[config.mk]
export PLATFORM = sky130hd
export DESIGN_NAME = pq_source_array
export DESIGN_NICKNAME = d
export VERILOG_FILES = /design/src/rtl/pq_src_pkg.sv /design/src/rtl/pq_mmio_decode.sv /design/src/rtl/pq_cell.sv /design/src/rtl/pq_notify_arb.sv /design/src/rtl/pq_source_array.sv
export SDC_FILE = /design/constraint.sdc
export NUM_CORES = 1
export LEC_CHECK = 0
export ABC_AREA = 1
export BUFFER_PORTS_ARGS = -buffer_cell sky130_fd_sc_hd__buf_2
export CORE_ASPECT_RATIO = 0.5
export CORE_MARGIN = 1.5
export CORE_UTILIZATION = 30
export DETAILED_ROUTE_END_ITERATION = 7
export GPL_TIMING_DRIVEN = 0
export HOLD_SLACK_MARGIN = 0.1
export MAX_ROUTING_LAYER = met4
export PLACE_DENSITY = 0.52
export SYNTH_ARGS = -nofsm -noshare
export SYNTH_HDL_FRONTEND = slang
export SYNTH_SLANG_ARGS = --single-unit
[constraint.sdc]
create_clock -name clk -period 3.4 [get_ports clk]
set_clock_uncertainty 0.1 [all_clocks]
set_input_delay 0.17 -clock clk [delete_from_list [all_inputs] [get_ports clk]]
set_output_delay 0.17 -clock clk [all_outputs]
set_load 0.05 [all_outputs]
[src/rtl/pq_src_pkg.sv]
package pq_src_pkg;

   typedef enum logic [2:0] {
      OP_NONE = 3'd0,
      OP_GET  = 3'd1,
      OP_EOI  = 3'd2,
      OP_SET  = 3'd3,
      OP_TRIG = 3'd4
   } pq_op_e;

   localparam logic [1:0] ST_IDLE   = 2'b00;
   localparam logic [1:0] ST_MASKED = 2'b01;
   localparam logic [1:0] ST_PEND   = 2'b10;
   localparam logic [1:0] ST_QUEUED = 2'b11;

   typedef struct packed {
      logic [1:0] st;
      logic       fire;
   } pq_step_t;

   // trigger: forward only from idle, remember one repeat while pending
   function automatic pq_step_t pq_trigger(input logic [1:0] cur);
      pq_step_t r;
      r.st   = cur;
      r.fire = 1'b0;
      case (cur)
         ST_IDLE: begin r.st = ST_PEND;   r.fire = 1'b1; end
         ST_PEND:       r.st = ST_QUEUED;
         default: ;
      endcase
      return r;
   endfunction

   // end-of-interrupt: queued repeat is forwarded again
   function automatic pq_step_t pq_eoi(input logic [1:0] cur);
      pq_step_t r;
      r.st   = cur;
      r.fire = 1'b0;
      case (cur)
         ST_QUEUED: begin r.st = ST_PEND; r.fire = 1'b1; end
         ST_PEND:         r.st = ST_IDLE;
         default: ;
      endcase
      return r;
   endfunction

endpackage

[src/rtl/pq_mmio_decode.sv]
module pq_mmio_decode
   import pq_src_pkg::*;
#(
   parameter int NUM_SRC      = 8,
   parameter int PAGE_SHIFT   = 13,
   parameter bit STORE_EOI_EN = 1'b1,
   localparam int SRC_W       = $clog2(NUM_SRC),
   localparam int ADDR_W      = SRC_W + PAGE_SHIFT
)(
   input  logic              req_write,
   input  logic [ADDR_W-1:0] req_addr,
   output logic [SRC_W-1:0]  dec_src,
   output pq_op_e            dec_op,
   output logic [1:0]        dec_val
);
   localparam bit SPLIT = (PAGE_SHIFT == 13) || (PAGE_SHIFT == 17);

   logic       mgmt;
   logic [1:0] sel;
   logic       unused_addr;

   assign dec_src     = req_addr[ADDR_W-1:PAGE_SHIFT];
   assign sel         = req_addr[11:10];
   assign dec_val     = req_addr[9:8];
   assign unused_addr = ^req_addr;

   generate
      if (SPLIT) begin : g_split
         assign mgmt = req_addr[PAGE_SHIFT-1];
      end else begin : g_single
         assign mgmt = 1'b1;
      end
   endgenerate

   always_comb begin
      dec_op = OP_NONE;
      if (!mgmt) begin
         dec_op = req_write ? OP_TRIG : OP_GET;
      end else if (!req_write) begin
         case (sel)
            2'b00:   dec_op = OP_EOI;
            2'b11:   dec_op = OP_SET;
            default: dec_op = OP_GET;
         endcase
      end else if (sel == 2'b01 && STORE_EOI_EN) begin
         dec_op = OP_EOI;
      end
   end
endmodule

[src/rtl/pq_cell.sv]
module pq_cell
   import pq_src_pkg::*;
#(
   parameter bit IS_LEVEL = 1'b0
)(
   input  logic       clk,
   input  logic       rst_n,
   input  logic       hit,
   input  pq_op_e     op,
   input  logic [1:0] set_val,
   input  logic       hw_in,
   output logic [1:0] st,
   output logic       asserted,
   output logic       fire
);
   logic       hw_evt;
   logic [1:0] nxt;
   pq_step_t   step;

   generate
      if (IS_LEVEL) begin : g_level
         always_ff @(posedge clk or negedge rst_n) begin
            if (!rst_n) asserted <= 1'b0;
            else        asserted <= hw_in;
         end
         assign hw_evt = hw_in & ~asserted;
      end else begin : g_edge
         assign asserted = 1'b0;
         assign hw_evt   = hw_in;
      end
   endgenerate

   // port access first, then level retrigger, then hardware trigger
   always_comb begin
      nxt  = st;
      fire = 1'b0;
      step = '0;
      if (hit) begin
         case (op)
            OP_EOI: begin
               step = pq_eoi(st);
               nxt  = step.st;
               fire = step.fire;
               if (asserted && !step.fire) begin
                  step = pq_trigger(nxt);
                  nxt  = step.st;
                  fire = step.fire;
               end
            end
            OP_SET:  nxt = set_val;
            OP_TRIG: begin
               step = pq_trigger(st);
               nxt  = step.st;
               fire = step.fire;
            end
            default: ;
         endcase
      end
      if (hw_evt) begin
         step = pq_trigger(nxt);
         nxt  = step.st;
         fire = fire | step.fire;
      end
   end

   always_ff @(posedge clk or negedge rst_n) begin
      if (!rst_n) st <= ST_IDLE;
      else        st <= nxt;
   end

   assert_notify_sets_p_R2: assert property (@(posedge clk) disable iff (!rst_n)
      fire |=> st[1]);
   assert_masked_sticky_R2: assert property (@(posedge clk) disable iff (!rst_n)
      (st == ST_MASKED && !hit) |=> st == ST_MASKED);
   assert_p_needs_access_R3: assert property (@(posedge clk) disable iff (!rst_n)
      (st[1] && !hit) |=> st[1]);
   assert_idle_trigger_fires_R2: assert property (@(posedge clk) disable iff (!rst_n)
      (st == ST_IDLE && !hit && hw_evt) |-> fire);
endmodule

[src/rtl/pq_notify_arb.sv]
module pq_notify_arb #(
   parameter int NUM_SRC = 8,
   localparam int SRC_W  = $clog2(NUM_SRC)
)(
   input  logic               clk,
   input  logic               rst_n,
   input  logic [NUM_SRC-1:0] fire_vec,
   output logic               notify_valid,
   output logic [SRC_W-1:0]   notify_src
);
   logic [NUM_SRC-1:0] pend;
   logic [NUM_SRC-1:0] grant;
   logic [SRC_W-1:0]   pick;
   logic               any;

   always_comb begin
      pick = '0;
      for (int i = NUM_SRC - 1; i >= 0; i--) begin
         if (pend[i]) pick = SRC_W'(i);
      end
      any   = |pend;
      grant = any ? (NUM_SRC'(1) << pick) : '0;
   end

   always_ff @(posedge clk or negedge rst_n) begin
      if (!rst_n) begin
         pend         <= '0;
         notify_valid <= 1'b0;
         notify_src   <= '0;
      end else begin
         pend         <= (pend & ~grant) | fire_vec;
         notify_valid <= any;
         notify_src   <= pick;
      end
   end

   assert_quiet_when_empty_R10: assert property (@(posedge clk) disable iff (!rst_n)
      (pend == '0) |=> !notify_valid);
   assert_event_reaches_out_R10: assert property (@(posedge clk) disable iff (!rst_n)
      (fire_vec != '0) |=> ##1 notify_valid);
endmodule

[src/rtl/pq_source_array.sv]
module pq_source_array
   import pq_src_pkg::*;
#(
   parameter int NUM_SRC      = 8,
   parameter int PAGE_SHIFT   = 13,
   parameter bit STORE_EOI_EN = 1'b1,
   parameter int LEVEL_FIRST  = 6,
   localparam int SRC_W       = $clog2(NUM_SRC),
   localparam int ADDR_W      = SRC_W + PAGE_SHIFT
)(
   input  logic               clk,
   input  logic               rst_n,
   input  logic [NUM_SRC-1:0] hw_in,
   input  logic               req_valid,
   input  logic               req_write,
   input  logic [ADDR_W-1:0]  req_addr,
   output logic               rsp_valid,
   output logic [2:0]         rsp_data,
   output logic               notify_valid,
   output logic [SRC_W-1:0]   notify_src
);
   generate
      if (NUM_SRC < 2 || (1 << SRC_W) != NUM_SRC) begin : g_bad_count
         $error("NUM_SRC must be a power of two, at least 2");
      end
      if (!(PAGE_SHIFT == 12 || PAGE_SHIFT == 13 || PAGE_SHIFT == 16 || PAGE_SHIFT == 17)) begin : g_bad_shift
         $error("PAGE_SHIFT must be 12, 13, 16 or 17");
      end
      if (LEVEL_FIRST < 0 || LEVEL_FIRST > NUM_SRC) begin : g_bad_level
         $error("LEVEL_FIRST out of range");
      end
   endgenerate

   logic [SRC_W-1:0]        dec_src;
   pq_op_e                  dec_op;
   logic [1:0]              dec_val;
   logic [NUM_SRC-1:0][1:0] st_vec;
   logic [NUM_SRC-1:0]      asr_vec;
   logic [NUM_SRC-1:0]      fire_vec;

   pq_mmio_decode #(
      .NUM_SRC(NUM_SRC), .PAGE_SHIFT(PAGE_SHIFT), .STORE_EOI_EN(STORE_EOI_EN)
   ) u_decode (
      .req_write(req_write), .req_addr(req_addr),
      .dec_src(dec_src), .dec_op(dec_op), .dec_val(dec_val)
   );

   for (genvar g = 0; g < NUM_SRC; g++) begin : g_src
      logic hit;
      assign hit = req_valid && (dec_src == SRC_W'(g)) && (dec_op != OP_NONE);
      pq_cell #(.IS_LEVEL(g >= LEVEL_FIRST)) u_cell (
         .clk(clk), .rst_n(rst_n), .hit(hit), .op(dec_op), .set_val(dec_val),
         .hw_in(hw_in[g]), .st(st_vec[g]), .asserted(asr_vec[g]), .fire(fire_vec[g])
      );
   end

   always_ff @(posedge clk or negedge rst_n) begin
      if (!rst_n) begin
         rsp_valid <= 1'b0;
         rsp_data  <= '0;
      end else begin
         rsp_valid <= req_valid && !req_write;
         rsp_data  <= {asr_vec[dec_src], st_vec[dec_src]};
      end
   end

   pq_notify_arb #(.NUM_SRC(NUM_SRC)) u_arb (
      .clk(clk), .rst_n(rst_n), .fire_vec(fire_vec),
      .notify_valid(notify_valid), .notify_src(notify_src)
   );

   assert_load_answers_R10: assert property (@(posedge clk) disable iff (!rst_n)
      (req_valid && !req_write) |=> rsp_valid);
   assert_store_silent_R4: assert property (@(posedge clk) disable iff (!rst_n)
      !(req_valid && !req_write) |=> !rsp_valid);
endmodule

# Yosys cells after proc, flatten, opt, wreduce, memory -nomap -nowiden
# Cells that the tools add are included.
[classes]
eq_ne = 38
shift = 1
bitwise_logic = 15
mux = 138
order_cmp = 1
n_reduce_logical = 44
[ops]
columns = ["cell", "count"]
rows = [
  ["case mux 2 bit (2 select lines)", 27],
  ["two-way mux 1 bit", 57],
  ["== test 2 bit (second input constant)", 27],
  ["two-way mux 2 bit", 24],
  ["case mux 2 bit (3 select lines)", 8],
  ["logical NOT 2 bit", 19],
  ["two-way mux 3 bit", 11],
  ["logical AND 1 bit", 19],
  ["case mux 1 bit (2 select lines)", 8],
  ["== test 3 bit (second input constant)", 5],
  ["== test 3 x 2 -> 1 bit (second input constant)", 4],
  ["bitwise AND 8 bit", 1],
  ["two-way mux 8 bit", 1],
  ["NOT 8 bit", 1],
  ["bitwise OR 1 bit", 8],
  ["bitwise OR 8 bit", 1],
  ["OR reduction 8 bit", 1],
  ["left shift 1 x 3 -> 8 bit (first input constant)", 1],
  ["binary-select mux 2 bit (select 3 bit)", 1],
  ["less-than comparator 3 x 4 -> 1 bit (second input constant)", 1],
  ["binary-select mux 1 bit (select 3 bit)", 1],
  ["== test 3 x 1 -> 1 bit (second input constant)", 1],
  ["logical NOT 1 bit", 3],
  ["logical NOT 3 bit", 1],
  ["other kinds (4)", 6],
]
[totals]
word_cells = 252
ff_bits = 34
input_bits = 28

# Longest topological paths before layout
# Gate-level depths: netlist (run 1).
[logic_depth]
depth_word = 18
mapped_depth = 14

# Cells and area by module
# From an unflattened synthesis (run 1), not the netlist that was laid out.
[hier_totals]
hier_cells = 514
area_unflattened_um2 = 3032.9
[modules_own_cells]
columns = ["module", "instances", "area_each_um2", "seq_area_each_um2", "cells_per_inst"]
rows = [
  ["pq_cell at g_src[0].u_cell ...", 6, 240.2, 50.0, 44],
  ["pq_notify_arb", 1, 533.0, 300.3, 57],
  ["pq_cell at g_src[6].u_cell ...", 2, 255.2, 75.1, 43],
  ["pq_source_array", 1, 447.9, 100.1, 91],
  ["pq_mmio_decode", 1, 100.1, 0.0, 16],
]

# Worst setup path before layout (run 1)
# OpenSTA, ideal clock, no wires.
[synth_timing]
kind = "in2reg"
start = "input port req_addr[10]"
end = "register u_arb.pend[1]"
stages = 13
t_arrival_ps = 1323
setup_slack_ps = 1857
required_ps = 3180
path_buffers = 1
setup_ps = 120
cell_sequence = "inv_1 > ha_1 > nand2_2 > nand3_4 > nor2_8 > buf_6 > nand2_2 > nand2_1 > nand2_1 > nand2_2 > inv_2 > nand3_2 > nand2_1"
[synth_between]
elab_chain_cells = 13
elab_cells_between_ends = 22
[synth_rtl]
columns = ["element", "line", "rtl"]
rows = [
  ["from (decl)", "pq_source_array.sv:16", "input logic [ADDR_W-1:0] req_addr,"],
  ["== test 2 bit (tied with other cells)", "pq_mmio_decode.sv:40", "case (sel)"],
  ["case mux 2 bit (2 select lines) / two-way mux 2 bit (equally long branches)", "pq_mmio_decode.sv:40, pq_mmio_decode.sv:45", ""],
  ["two-way mux 3 bit *", "pq_mmio_decode.sv:39", "end else if (!req_write) begin"],
  ["two-way mux 3 bit *", "pq_mmio_decode.sv:37", "if (!mgmt) begin"],
  ["== test 3 bit (tied with other cells)", "pq_cell.sv:39", "case (op)"],
  ["case mux 2 bit (3 select lines) / logical AND 1 bit (equally long branches)", "pq_cell.sv:39, pq_source_array.sv:50", ""],
  ["two-way mux 2 bit", "pq_cell.sv:38", "if (hit) begin"],
  ["logical NOT 2 bit", "pq_src_pkg.sv:26", "case (cur)"],
  ["two-way mux 1 bit", "pq_src_pkg.sv:26", ""],
  ["two-way mux 1 bit", "pq_cell.sv:59", "if (hw_evt) begin"],
  ["bitwise OR 1 bit", "pq_cell.sv:62", "fire = fire | step.fire;"],
  ["two-way mux 1 bit *", "pq_cell.sv:59", ""],
  ["bitwise OR 8 bit *", "pq_notify_arb.sv:31", "pend <= (pend & ~grant) | fire_vec;"],
  ["to (signal assigned)", "pq_notify_arb.sv:31", ""],
  ["to (decl)", "pq_notify_arb.sv:11", "logic [NUM_SRC-1:0] pend;"],
]
# Mark *: on every way between the ends. The rest lies on a longest branch, timed or not. The select of a mux whose other input is x is not followed.

# Worst setup path after layout (run 1)
[layout_timing]
start = "input port req_write"
end = "register u_arb.pend[0]"
[layout_between]
elab_chain_cells = 11
elab_cells_between_ends = 18
[layout_rtl]
columns = ["element", "line", "rtl"]
rows = [
  ["from (decl)", "pq_source_array.sv:15", "input logic req_write,"],
  ["two-way mux 3 bit, on equally long branches", "pq_mmio_decode.sv:38, pq_mmio_decode.sv:39", ""],
  ["two-way mux 3 bit *", "pq_mmio_decode.sv:37", ""],
  ["== test 3 bit (tied with other cells)", "pq_cell.sv:39", ""],
  ["case mux 2 bit (3 select lines) / logical AND 1 bit (equally long branches)", "pq_cell.sv:39, pq_source_array.sv:50", ""],
  ["two-way mux 2 bit", "pq_cell.sv:38", ""],
  ["logical NOT 2 bit", "pq_src_pkg.sv:26", ""],
  ["two-way mux 1 bit", "pq_src_pkg.sv:26", ""],
  ["two-way mux 1 bit", "pq_cell.sv:59", ""],
  ["bitwise OR 1 bit", "pq_cell.sv:62", ""],
  ["two-way mux 1 bit *", "pq_cell.sv:59", ""],
  ["bitwise OR 8 bit *", "pq_notify_arb.sv:31", ""],
]
# Marked as above.

==> flow_metrics.tcl, run 1 <==
set metrics [dict create \
    cts_tree "built" \
    synthesis.instances 371 \
    number_of_nets_in_the_layout 446 \
    timing_worst_slew_pin_value_ns 0.786 \
    cp_data_arrival_time_ns 2.09 \
    core_box_area_mm2 0.00760 \
    synth_top_family_by_area "simple AND/OR/NAND/NOR gates" \
    post_drt_wl_per_cell_um 12.5 \
    clkPwrFrac 0.312 \
    core.rowCount 22 \
    top_cell_type_by_total_area_after_synthesis "sky130_fd_sc_hd__dfrtp_1" \
    outcome "completed" \
    boundaryPins 36 \
    report.final.hold_viol_count 0 \
    critPathLaunchType "input port" \
    setup_viol 0 \
    cts.root.buffer_cell "sky130_fd_sc_hd__clkbuf_16" \
    synth_nets 401 \
    proportion_of_netlist_area_held_by_the_largest_area_contributor 0.349 \
    layout-drive-gt1-share 0.182 \
    final_min_period_over_clock_period 0.584 \
    path_class "input port to flip-flop" \
    grt_antenna_before_repair 0 \
    ys_seq_area_frac 0.349 \
    grt_setup_unrepaired "false" \
    timing.critical_path.slowest_stage_cell "sky130_fd_sc_hd__dlygate4sd3_1" \
    clock_latency_ns 0.28 \
    synth.area.top_cells "sky130_fd_sc_hd__dfrtp_1, sky130_fd_sc_hd__nand2_1, sky130_fd_sc_hd__inv_1" \
    timing.critical_path.max_delay_family "simple AND/OR/NAND/NOR gates" \
    dpl.hpwl_um 4960 \
    combPwrFrac 0.352 \
    clock_tree.buffer_depth 2 \
    drt_drc_violations_left 0 \
    grt_start_max_net_pins 35 \
    postSynthAreaPerCell_um2 6.58 \
    grt.total_usage 0.171 \
    ys_ff_latch 34 \
    initial_utilization 0.321 \
    routabilityCongestion 0.840 \
    intPower_mw 1.01 \
    drtIter0Drc 167 \
    globalRoute.totalOverflow 0 \
    dieArea_mm2 0.00872 \
    worstSetupEndpointType "flip-flop" \
    num_vias 2362 \
    synth_async_sr_flop_share 1.00 \
    swShare 0.389 \
    yosys.area_share.adder 0.0103 \
    die_x_um 131 \
    tritoncts.num_buffers 5 \
    netlist-cell-type-count 31 \
    first_global_vias 2117 \
    synth_edf_count 0 \
    cts_num_sinks 34 \
    synth_area_mm2 0.00244 \
    peakVddDrop_mv 0.222 \
    cp_max_fo 7 \
    critical_path_cell_sequence "dlygate4sd3_1 > buf_2 > inv_2 > nand2_2 > nand3_4 > nor2_2 > nand2_1 > nand2_1 > o21ai_1 > nand3_1 > nand2_1" \
    n_antenna_cell 0 \
    drt_wl_total_um 6580 \
    synth_compound_gate_area_share 0.128 \
    synth_top_flop_cell "sky130_fd_sc_hd__dfrtp_1" \
    power.share.sequential 0.336 \
    total_leakage_power_nw 1.60 \
    design_power_total_mw 1.66 \
    setup_tns_ns 0 \
    cts_max_level 2 \
    synthesis.yosys.warnings 0 \
    maxSlewHeadroom 0.476 \
    layout-area-overhead-vs-synth_pct 22.4 \
    detail_route.first_pass.iterations 4 \
    grt_pass1_wl_um 10700 \
    synth.mux.area_fraction 0 \
    timing.critical_path.required_ns 3.50 \
    crit_path_frequent_cell "sky130_fd_sc_hd__nand2_1" \
    yosys.area_share.xor_xnor 0 \
    final_antenna_net_count 0 \
    fp.dieH_um 66.8 \
    place.detailed.instances 506 \
    cpPeakStageDelay_ns 0.53 \
    fmax_mhz 503 \
    avgViaCountPerCell 4.50 \
    net_switching_power_mw 0.646 \
    layout_min_cycle_time_ns 1.99 \
    clk_transition_reported_paths_ns 0.06 \
    synth_simple_gate_area_share 0.401 \
    port_buffers 27 \
    crit_buf_inv 3 \
    timing_max_transition_violations_final 0 \
    post_cts.resized_instances 0 \
    p_per_area_mw_per_mm2 556 \
    layout_cells_excl_fill 525 \
    maxCapViolCount 0 \
    worst_hold_path_type "input port to flip-flop" \
]
synth_stat cells (3+ instances only):
| master | instances |
|---|---|
| sky130_fd_sc_hd__dfrtp_1 | 34 |
| sky130_fd_sc_hd__nand3_2 | 7 |
| sky130_fd_sc_hd__o21ai_1 | 14 |
| sky130_fd_sc_hd__nand2_1 | 140 |
| sky130_fd_sc_hd__inv_2 | 4 |
| sky130_fd_sc_hd__a21oi_1 | 3 |
| sky130_fd_sc_hd__inv_1 | 58 |
| sky130_fd_sc_hd__o21ai_0 | 18 |
| sky130_fd_sc_hd__nor2_1 | 25 |
| sky130_fd_sc_hd__nand3_1 | 22 |
| sky130_fd_sc_hd__nand2_2 | 10 |
| sky130_fd_sc_hd__o21ai_2 | 5 |
metrics by stage:
stage,hold slack [ns],util,instance area (um^2),setup slack [ns]
3_3_place_gp,0.192,0.357,2710,1.45
5_1_grt,0.157,0.393,2990,1.27
3_5_place_dp,0.201,0.357,2710,1.43
4_1_cts,0.142,0.393,2990,1.41
6_report,0.148,0.393,2990,1.41
2_1_floorplan,-0.226,-,2440,1.86
logic make-up (layout without fill, tap and decap cells):
family	Yosys count	count (layout)
simple gates	216	216
fa+ha+maj	2	2
compound gates	52	52
buf+inv	67	113
flops	34	34
tightest hold or removal path: cells and delay by family:
kind                   cells  cell delay (ns)
buffers and inverters      2             0.25
AO/OA/AOI/OAI              1             0.06
flip-flops by register name (all words and copies together) (netlist names):
signal	cells
g_src.u_cell.st	16
u_arb.pend	8
rsp_data	3
u_arb.notify_valid	1
u_arb.notify_src	3
rsp_valid	1
g_src.u_cell.asserted	2
cell usage in the layout (no fill, tap or decap):
cell type	Yosys	layout
sky130_fd_sc_hd__nand2_1	140	140
sky130_fd_sc_hd__inv_1	58	58
sky130_fd_sc_hd__dfrtp_1	34	34
sky130_fd_sc_hd__buf_2	2	29
sky130_fd_sc_hd__nor2_1	25	25
sky130_fd_sc_hd__nand3_1	22	22
sky130_fd_sc_hd__o21ai_0	18	18
sky130_fd_sc_hd__o21ai_1	14	14
sky130_fd_sc_hd__dlygate4sd3_1	0	11
sky130_fd_sc_hd__nand2_2	10	10
sky130_fd_sc_hd__nand3_2	7	7
sky130_fd_sc_hd__o21ai_2	5	5
sky130_fd_sc_hd__clkbuf_16	0	5
sky130_fd_sc_hd__inv_2	4	4
sky130_fd_sc_hd__a21oi_1	3	3
sky130_fd_sc_hd__nand2_4	2	2
sky130_fd_sc_hd__nor3_1	2	2
sky130_fd_sc_hd__nor2_2	2	2
sky130_fd_sc_hd__a21boi_0	2	2
sky130_fd_sc_hd__a21oi_2	2	2
sky130_fd_sc_hd__nand3b_1	2	2
sky130_fd_sc_hd__o22ai_1	2	2
sky130_fd_sc_hd__a221oi_1	2	2
sky130_fd_sc_hd__o2111ai_1	2	2
sky130_fd_sc_hd__a31oi_1	2	2
sky130_fd_sc_hd__ha_1	2	2
sky130_fd_sc_hd__clkinv_2	0	2
sky130_fd_sc_hd__inv_4	1	1
sky130_fd_sc_hd__nand3_4	1	1
sky130_fd_sc_hd__nor2_8	1	1
sky130_fd_sc_hd__buf_6	1	1
sky130_fd_sc_hd__nor2_4	1	1
sky130_fd_sc_hd__buf_8	1	1
sky130_fd_sc_hd__or2_2	1	1
sky130_fd_sc_hd__bufinv_16	0	1
area by class of cell:
cell class	instances	area, um^2
fillers	826	4610
multi-input cells	270	1310
flip-flops and latches	34	851
repair buffers	38	245
inverters	63	239
well taps	108	135
clock buffers	5	125
clock inverters	3	40.0
plain buffers	4	36.3
power by group through the flow:
stage	clock network (mW)	logic (mW)	registers, mW
floorplan	0	0.353	0.641
global placement	0	0.576	0.563
detailed placement	0	0.577	0.561
CTS	0.524	0.589	0.555
global route	0.553	0.664	0.567
finish	0.517	0.585	0.557
path summary, 6_finish.rpt:
check	startpoint	depth (start not counted)	slack (ns)	to
setup / recovery	req_write	11	1.41	u_arb.pend[0]
hold / removal	req_addr[15]	3	0.15	rsp_data[2]
setup reg to reg	g_src[6].u_cell.st[0]	7	1.91	u_arb.pend[6]
hold reg to reg	u_arb.pend[0]	1	0.40	u_arb.notify_src[0]
max in group asynchronous	rst_n	2	2.28	u_arb.pend[0]
min in group asynchronous	rst_n	2	0.40	g_src[1].u_cell.st[1]
metal layers:
metal,track usage,vias up,share of wire
met5,-,-,0
met4,0.0288,0,0.0061
met3,0.0394,4,0.066
met2,0.243,51,0.40
met1,0.246,1060,0.52
li1,-,1247,-
repair_timing:
| action | 4_1_cts | 5_1_grt |
|---|---|---|
| hold endpoints to repair | 54 | 0 |
| endpoints found under the setup margin | 0 | 0 |
| buffers inserted | 0 | 0 |
| hold buffers | 11 | 0 |
Note: power is estimated with default switching activity, not from simulation.
==> run 2: changes to the inputs <==
Settings changed: ABC_AREA 1 to 0, PLACE_DENSITY 0.52 to 0.53.
Clock period 3.4 ns to 2 ns, I/O delays scaled along.
==> flow_metrics.tcl, run 2 <==
set metrics [dict create \
    number_of_nets_in_the_layout 320 \
    total_leakage_power_nw 1.19 \
    final_min_period_over_clock_period 0.982 \
    fmax_mhz 509 \
    peakVddDrop_mv 0.313 \
    leading_cell_type_in_the_layout_fill_and_taps_excluded "sky130_fd_sc_hd__dfrtp_1" \
    synth.mux.area_fraction 0.0521 \
    timing.critical_path.slowest_stage_cell "sky130_fd_sc_hd__or4_4" \
    maxSlewHeadroom 0.483 \
    proportion_of_netlist_area_held_by_the_largest_area_contributor 0.361 \
    biggestRegsByFlops "g_src.u_cell.st x16, u_arb.pend x8" \
    clk_transition_reported_paths_ns 0.06 \
    place.detailed.instances 376 \
    ys_seq_area_frac 0.361 \
    dpl.hpwl_um 4750 \
    synth_area_mm2 0.00235 \
    grt_start_max_net_pins 35 \
    layout_cells_excl_fill 399 \
    post_drt_wl_per_cell_um 16.7 \
    outcome "completed" \
    design_power_total_mw 2.64 \
    cts.root.buffer_cell "sky130_fd_sc_hd__clkbuf_16" \
    yosys.area_share.adder 0.0106 \
    port_buffers 27 \
    cts_num_sinks 34 \
    layout.cell_area.non_filler_mm2 0.00292 \
    net_switching_power_mw 0.977 \
    final.fill_count 762 \
    ys_ff_latch 34 \
    grt.met3_usage 0.0318 \
    setup_viol 0 \
    synth_top_flop_cell "sky130_fd_sc_hd__dfrtp_1" \
    worst_hold_path_type "input port to flip-flop" \
    avgViaCountPerCell 5.45 \
    initial_utilization 0.316 \
    postSynthAreaPerCell_um2 9.77 \
    setup_tns_ns 0 \
    dieArea_mm2 0.00842 \
    tritoncts.num_buffers 5 \
    synth.area.top_cells "sky130_fd_sc_hd__dfrtp_1, sky130_fd_sc_hd__o21ai_0, sky130_fd_sc_hd__a21oi_1" \
    synth_nets 271 \
    maxCapViolCount 0 \
    timing_worst_slew_pin_value_ns 0.776 \
    boundaryPins 36 \
    power.share.sequential 0.385 \
    timing.critical_path.max_delay_family "simple AND/OR/NAND/NOR gates" \
    core_box_area_mm2 0.00746 \
    combPwrFrac 0.311 \
    drt_wl_total_um 6650 \
    grt.met1_usage 0.228 \
    detail_route.first_pass.iterations 5 \
    library_cell_with_the_highest_instance_count_after_synthesis "sky130_fd_sc_hd__dfrtp_1" \
    core.rowCount 22 \
    synth_top_family_by_area "compound AO/OA/AOI/OAI gates" \
    p_per_area_mw_per_mm2 903 \
    grt.total_usage 0.172 \
    final_antenna_net_count 0 \
    netlist-cell-type-count 62 \
    clock_tree.buffer_depth 2 \
    grt_antenna_before_repair 0 \
    drt_drc_violations_left 0 \
    critPathLaunchType "input port" \
    critical_path_cell_sequence "dlygate4sd3_1 > buf_2 > and2_1 > o2111ai_2 > or4_4 > a21oi_1 > a221o_1" \
    layout-area-overhead-vs-synth_pct 24.2 \
    grt_busiest_layer "met2" \
    num_vias 2176 \
    worstSetupEndpointType "flip-flop" \
    intPower_mw 1.66 \
    synth_async_sr_flop_share 1.00 \
    clkPwrFrac 0.305 \
    reg2reg_slack_ns 0.23 \
    synthesis.instances 241 \
    path_class "input port to flip-flop" \
    timing.critical_path.required_ns 2.12 \
    fp.dieH_um 65.6 \
    grt_pass1_wl_um 10500 \
    report.final.hold_viol_count 0 \
    global_route.usage.met2 0.263 \
    crit_buf_inv 2 \
    cts_max_level 2 \
    layout_min_cycle_time_ns 1.96 \
    top_cell_type_by_total_area_after_synthesis "sky130_fd_sc_hd__dfrtp_1" \
    n_antenna_cell 0 \
    cp_max_fo 5 \
    synthesis.yosys.warnings 0 \
    globalRoute.totalOverflow 0 \
    layout-drive-gt1-share 0.282 \
    synth_edf_count 0 \
    drtIter0Drc 170 \
    die_x_um 128 \
    placed_area_mm2 0.00263 \
    routabilityCongestion 0.845 \
    cp_data_arrival_time_ns 2.09 \
    regMostFlops "g_src.u_cell.st" \
    max_ffs_per_register 16 \
    clock_latency_ns 0.28 \
    synth_compound_gate_area_share 0.354 \
    synth_simple_gate_area_share 0.164 \
    yosys.area_share.xor_xnor 0 \
    swShare 0.370 \
    timing_max_transition_violations_final 0 \
    post_synth_most_frequent_cells "sky130_fd_sc_hd__dfrtp_1, sky130_fd_sc_hd__o21ai_0, sky130_fd_sc_hd__a21oi_1" \
    cpPeakStageDelay_ns 0.56 \
    most-common-layout-cells "sky130_fd_sc_hd__dfrtp_1, sky130_fd_sc_hd__buf_2, sky130_fd_sc_hd__o21ai_0, sky130_fd_sc_hd__a21oi_1, sky130_fd_sc_hd__nor2_1" \
    first_global_vias 2012 \
    grt_setup_unrepaired "true" \
    cts_tree "built" \
]
## run 2: cell count changes in the layout (fill, tap and decap cells not counted), sizes merged, moves of 6 or more
cell,delta
a21bo,+8
nor2,-15
a31o,+6
nor2b,+9
a21oi,+15
nand2,-141
inv,-50
nand3,-29
buf,+10
o21ai,-13
## run 2: worst min-delay path: stages
cell and delay, ns:
sky130_fd_sc_hd__buf_2 0.15, sky130_fd_sc_hd__a21oi_1 0.08, sky130_fd_sc_hd__nor2_1 0.08, sky130_fd_sc_hd__o22ai_1 0.11
sky130_fd_sc_hd__o21ai_0 0.09
## run 2: worst paths after layout
check | startpoint | cells past startpoint | endpoint
min | req_addr[8] | 5 | g_src[4].u_cell.st[0]
min reg2reg | u_arb.pend[0] | 1 | u_arb.notify_src[0]
max | req_valid | 7 | u_arb.pend[7]
max reg2reg | u_arb.pend[7] | 5 | u_arb.pend[6]
min in group asynchronous | rst_n | 2 | g_src[6].u_cell.asserted
max in group asynchronous | rst_n | 2 | g_src[7].u_cell.st[1]
## run 2: metrics by stage
step	utilization	hold WS [ns]	setup WS, ns
2_1_floorplan	-	-0.296	0.0646
3_3_place_gp	0.352	0.101	-0.479
3_5_place_dp	0.352	0.126	-0.497
4_1_cts	0.390	0.265	0.0486
5_1_grt	0.392	0.304	-0.00952
6_report	0.392	0.271	0.0355
## run 2: area by class of cell
| class | count | area (um^2) | share of cell area |
|---|---|---|---|
| timing repair buffer | 42 | 275 | 0.0941 |
| buffer | 11 | 91.3 | 0.0312 |
| clock buffer | 6 | 139 | 0.0475 |
| tap | 108 | 135 | 0.0462 |
| sequential | 34 | 851 | 0.291 |
| multi-input combinational | 183 | 1370 | 0.469 |
| inverter | 13 | 48.8 | 0.0167 |
| clock inverter | 2 | 12.5 | 0.00428 |
## run 2: routing by layer
metal	vias to the layer above	wire length (um)
li1	1035	-
met1	1051	3290
met5	-	0
met4	0	112
met3	15	373
met2	75	2880
## run 2: logic make-up after synthesis
group	Yosys count
flops	34
compound gates	112
fa+ha+maj	2
simple gates	62
buf+inv	24
mux	7
## run 2: repair_timing
action	4_1_cts	5_1_grt
gates resized for setup	1	4
pin swaps	1	2
hold buffers	11	0
setup endpoints to repair	10	17
endpoints found under the hold margin	61	0
setup buffers	3	1
## run 2: power by group through the flow
stage,clock network (mW),logic (mW),registers (mW)
3_5_place_dp,0,0.794,1.02
5_1_grt,0.857,0.887,1.04
4_1_cts,0.816,0.823,1.01
3_3_place_gp,0,0.780,1.02
2_1_floorplan,0,0.443,1.13
6_report,0.804,0.821,1.02
==> run 3: changes to the inputs <==
==> constraint.sdc (replaced) <==
create_clock -name clk -period 2 [get_ports clk]
set_clock_uncertainty 0.1 [all_clocks]
set_input_delay 0.3 -clock clk [delete_from_list [all_inputs] [get_ports clk]]
set_output_delay 0.3 -clock clk [all_outputs]
set_load 0.05 [all_outputs]
==> flow_metrics.tcl, run 3 (same netlist as run 2, synthesis figures left out) <==
set metrics [dict create \
    outcome "completed" \
    drt_wl_total_um 6730 \
    net_switching_power_mw 0.968 \
    timing_worst_slew_pin_value_ns 0.777 \
    biggestRegsByFlops "g_src.u_cell.st x16, u_arb.pend x8" \
    port_buffers 27 \
    layout_cells_excl_fill 395 \
    combPwrFrac 0.305 \
    clk_transition_reported_paths_ns 0.05 \
    core_box_area_mm2 0.00746 \
    detail_route.first_pass.iterations 4 \
    whs_ns 0.164 \
    layout-drive-gt1-share 0.348 \
    clkPwrFrac 0.327 \
    swShare 0.350 \
    maxCapViolCount 0 \
    dpl.hpwl_um 4730 \
    grt_start_max_net_pins 35 \
    max_ffs_per_register 16 \
    critPathLaunchType "input port" \
    regMostFlops "g_src.u_cell.st" \
    cp_data_arrival_time_ns 2.01 \
    grt.total_usage 0.176 \
    intPower_mw 1.80 \
    setup_ws_ns 0.0604 \
    layout-area-overhead-vs-synth_pct 27.9 \
    cts_tree "built" \
    power.share.sequential 0.369 \
    worst_hold_path_type "input port to flip-flop" \
    cp_max_fo 7 \
    routabilityCongestion 0.849 \
    core.rowCount 22 \
    grt_setup_unrepaired "false" \
    report.final.hold_viol_count 0 \
    initial_utilization 0.316 \
    timing.critical_path.required_ns 2.07 \
    boundaryPins 36 \
    clock_tree.buffer_depth 2 \
    tritoncts.num_buffers 5 \
    layout.core_utilization 0.404 \
    setup_viol 0 \
    number_of_nets_in_the_layout 317 \
    clock_latency_ns 0.28 \
    cts_num_sinks 34 \
    post_drt_wl_per_cell_um 17.0 \
    worstSetupEndpointType "flip-flop" \
    final_antenna_net_count 0 \
    total_leakage_power_nw 1.25 \
    path_class "input port to flip-flop" \
    dieArea_mm2 0.00842 \
    place.detailed.instances 376 \
    area.sequential_um2 851 \
    die_x_um 128 \
    most-common-layout-cells "sky130_fd_sc_hd__dfrtp_1, sky130_fd_sc_hd__buf_2, sky130_fd_sc_hd__o21ai_0, sky130_fd_sc_hd__a21oi_1, sky130_fd_sc_hd__nor2_1" \
    p_per_area_mw_per_mm2 918 \
    grt_antenna_before_repair 0 \
    peakVddDrop_mv 0.274 \
    first_global_vias 2126 \
    cts.root.buffer_cell "sky130_fd_sc_hd__clkbuf_16" \
    n_antenna_cell 0 \
    final_min_period_over_clock_period 0.970 \
    layout_min_cycle_time_ns 1.94 \
    cts_max_level 2 \
    num_vias 2192 \
    final.fill_count 721 \
    timing_max_transition_violations_final 0 \
    fp.dieH_um 65.6 \
    drt_drc_violations_left 0 \
    preCtsSetupSlack_ns -0.537 \
    grt_pass1_wl_um 10900 \
    multi_input_area_mm2 0.00144 \
    leading_cell_type_in_the_layout_fill_and_taps_excluded "sky130_fd_sc_hd__dfrtp_1" \
    maxSlewHeadroom 0.482 \
    avgViaCountPerCell 5.55 \
    globalRoute.totalOverflow 0 \
    fmax_mhz 516 \
    drtIter0Drc 191 \
]
==> run 3: power groups by stage <==
| stage | registers (mW) | logic (mW) | clock network, mW |
|---|---|---|---|
| detailed placement | 1.02 | 0.807 | 0 |
| CTS | 1.01 | 0.818 | 0.914 |
| global placement | 1.02 | 0.793 | 0 |
| global route | 1.04 | 0.922 | 0.948 |
| floorplan | 1.13 | 0.453 | 0 |
| finish | 1.02 | 0.843 | 0.904 |
==> run 3: path summary, 6_finish.rpt <==
kind | from | endpoint | slack [ns] | cells past startpoint
max | req_addr[11] | u_arb.pend[0] | 0.06 | 10
min | hw_in[0] | g_src[0].u_cell.st[1] | 0.16 | 2
max reg2reg | u_arb.pend[7] | u_arb.pend[6] | 0.18 | 5
min reg2reg | u_arb.pend[0] | u_arb.notify_src[0] | 0.46 | 1
max in group asynchronous | rst_n | u_arb.notify_src[0] | 0.77 | 2
min in group asynchronous | rst_n | g_src[0].u_cell.st[0] | 0.54 | 2
==> run 3: routing by layer <==
layer  GRT usage  vias up  wire length [um]
met5           -        -                 0
met4      0.0590        0                97
met3      0.0326       10               572
met2       0.271       83              2940
met1       0.235     1078              3110
li1            -     1021                 -
==> run 3: critical path: stages <==
cell                      delay, ns
sky130_fd_sc_hd__buf_6         0.10
sky130_fd_sc_hd__inv_12        0.03
sky130_fd_sc_hd__ha_4          0.25
sky130_fd_sc_hd__nor4b_4       0.29
sky130_fd_sc_hd__buf_6         0.16
sky130_fd_sc_hd__and2_4        0.14
sky130_fd_sc_hd__buf_6         0.13
sky130_fd_sc_hd__o21ai_2       0.07
sky130_fd_sc_hd__a32o_2        0.25
sky130_fd_sc_hd__a32o_2        0.27
==> run 3: per-stage QoR <==
step                area [um^2]  TNS, ns  power [mW]
floorplan                  2400  -0.0470        1.59
global placement           2670    -8.37        1.81
detailed placement         2670    -9.18        1.83
CTS                        2900        0        2.74
global route               3010        0        2.91
finish                     3010        0        2.77
==> run 3: area by class of cell <==
class                      count  share of cell area
tap                          108              0.0449
multi-input combinational    183               0.478
timing repair buffer          39              0.0864
clock inverter                 1             0.00997
sequential                    34               0.282
buffer                        11              0.0324
clock buffer                   6              0.0461
inverter                      13              0.0203
==> run 3: repair_timing <==
| action | in CTS | in global routing |
|---|---|---|
| hold endpoints to repair | 36 | 0 |
| pin swaps | 2 | 4 |
| cloned | 0 | 1 |
| hold buffers | 3 | 0 |
| gates resized for setup | 0 | 16 |
| endpoints found under the setup margin | 21 | 19 |
| buffers inserted | 4 | 4 |
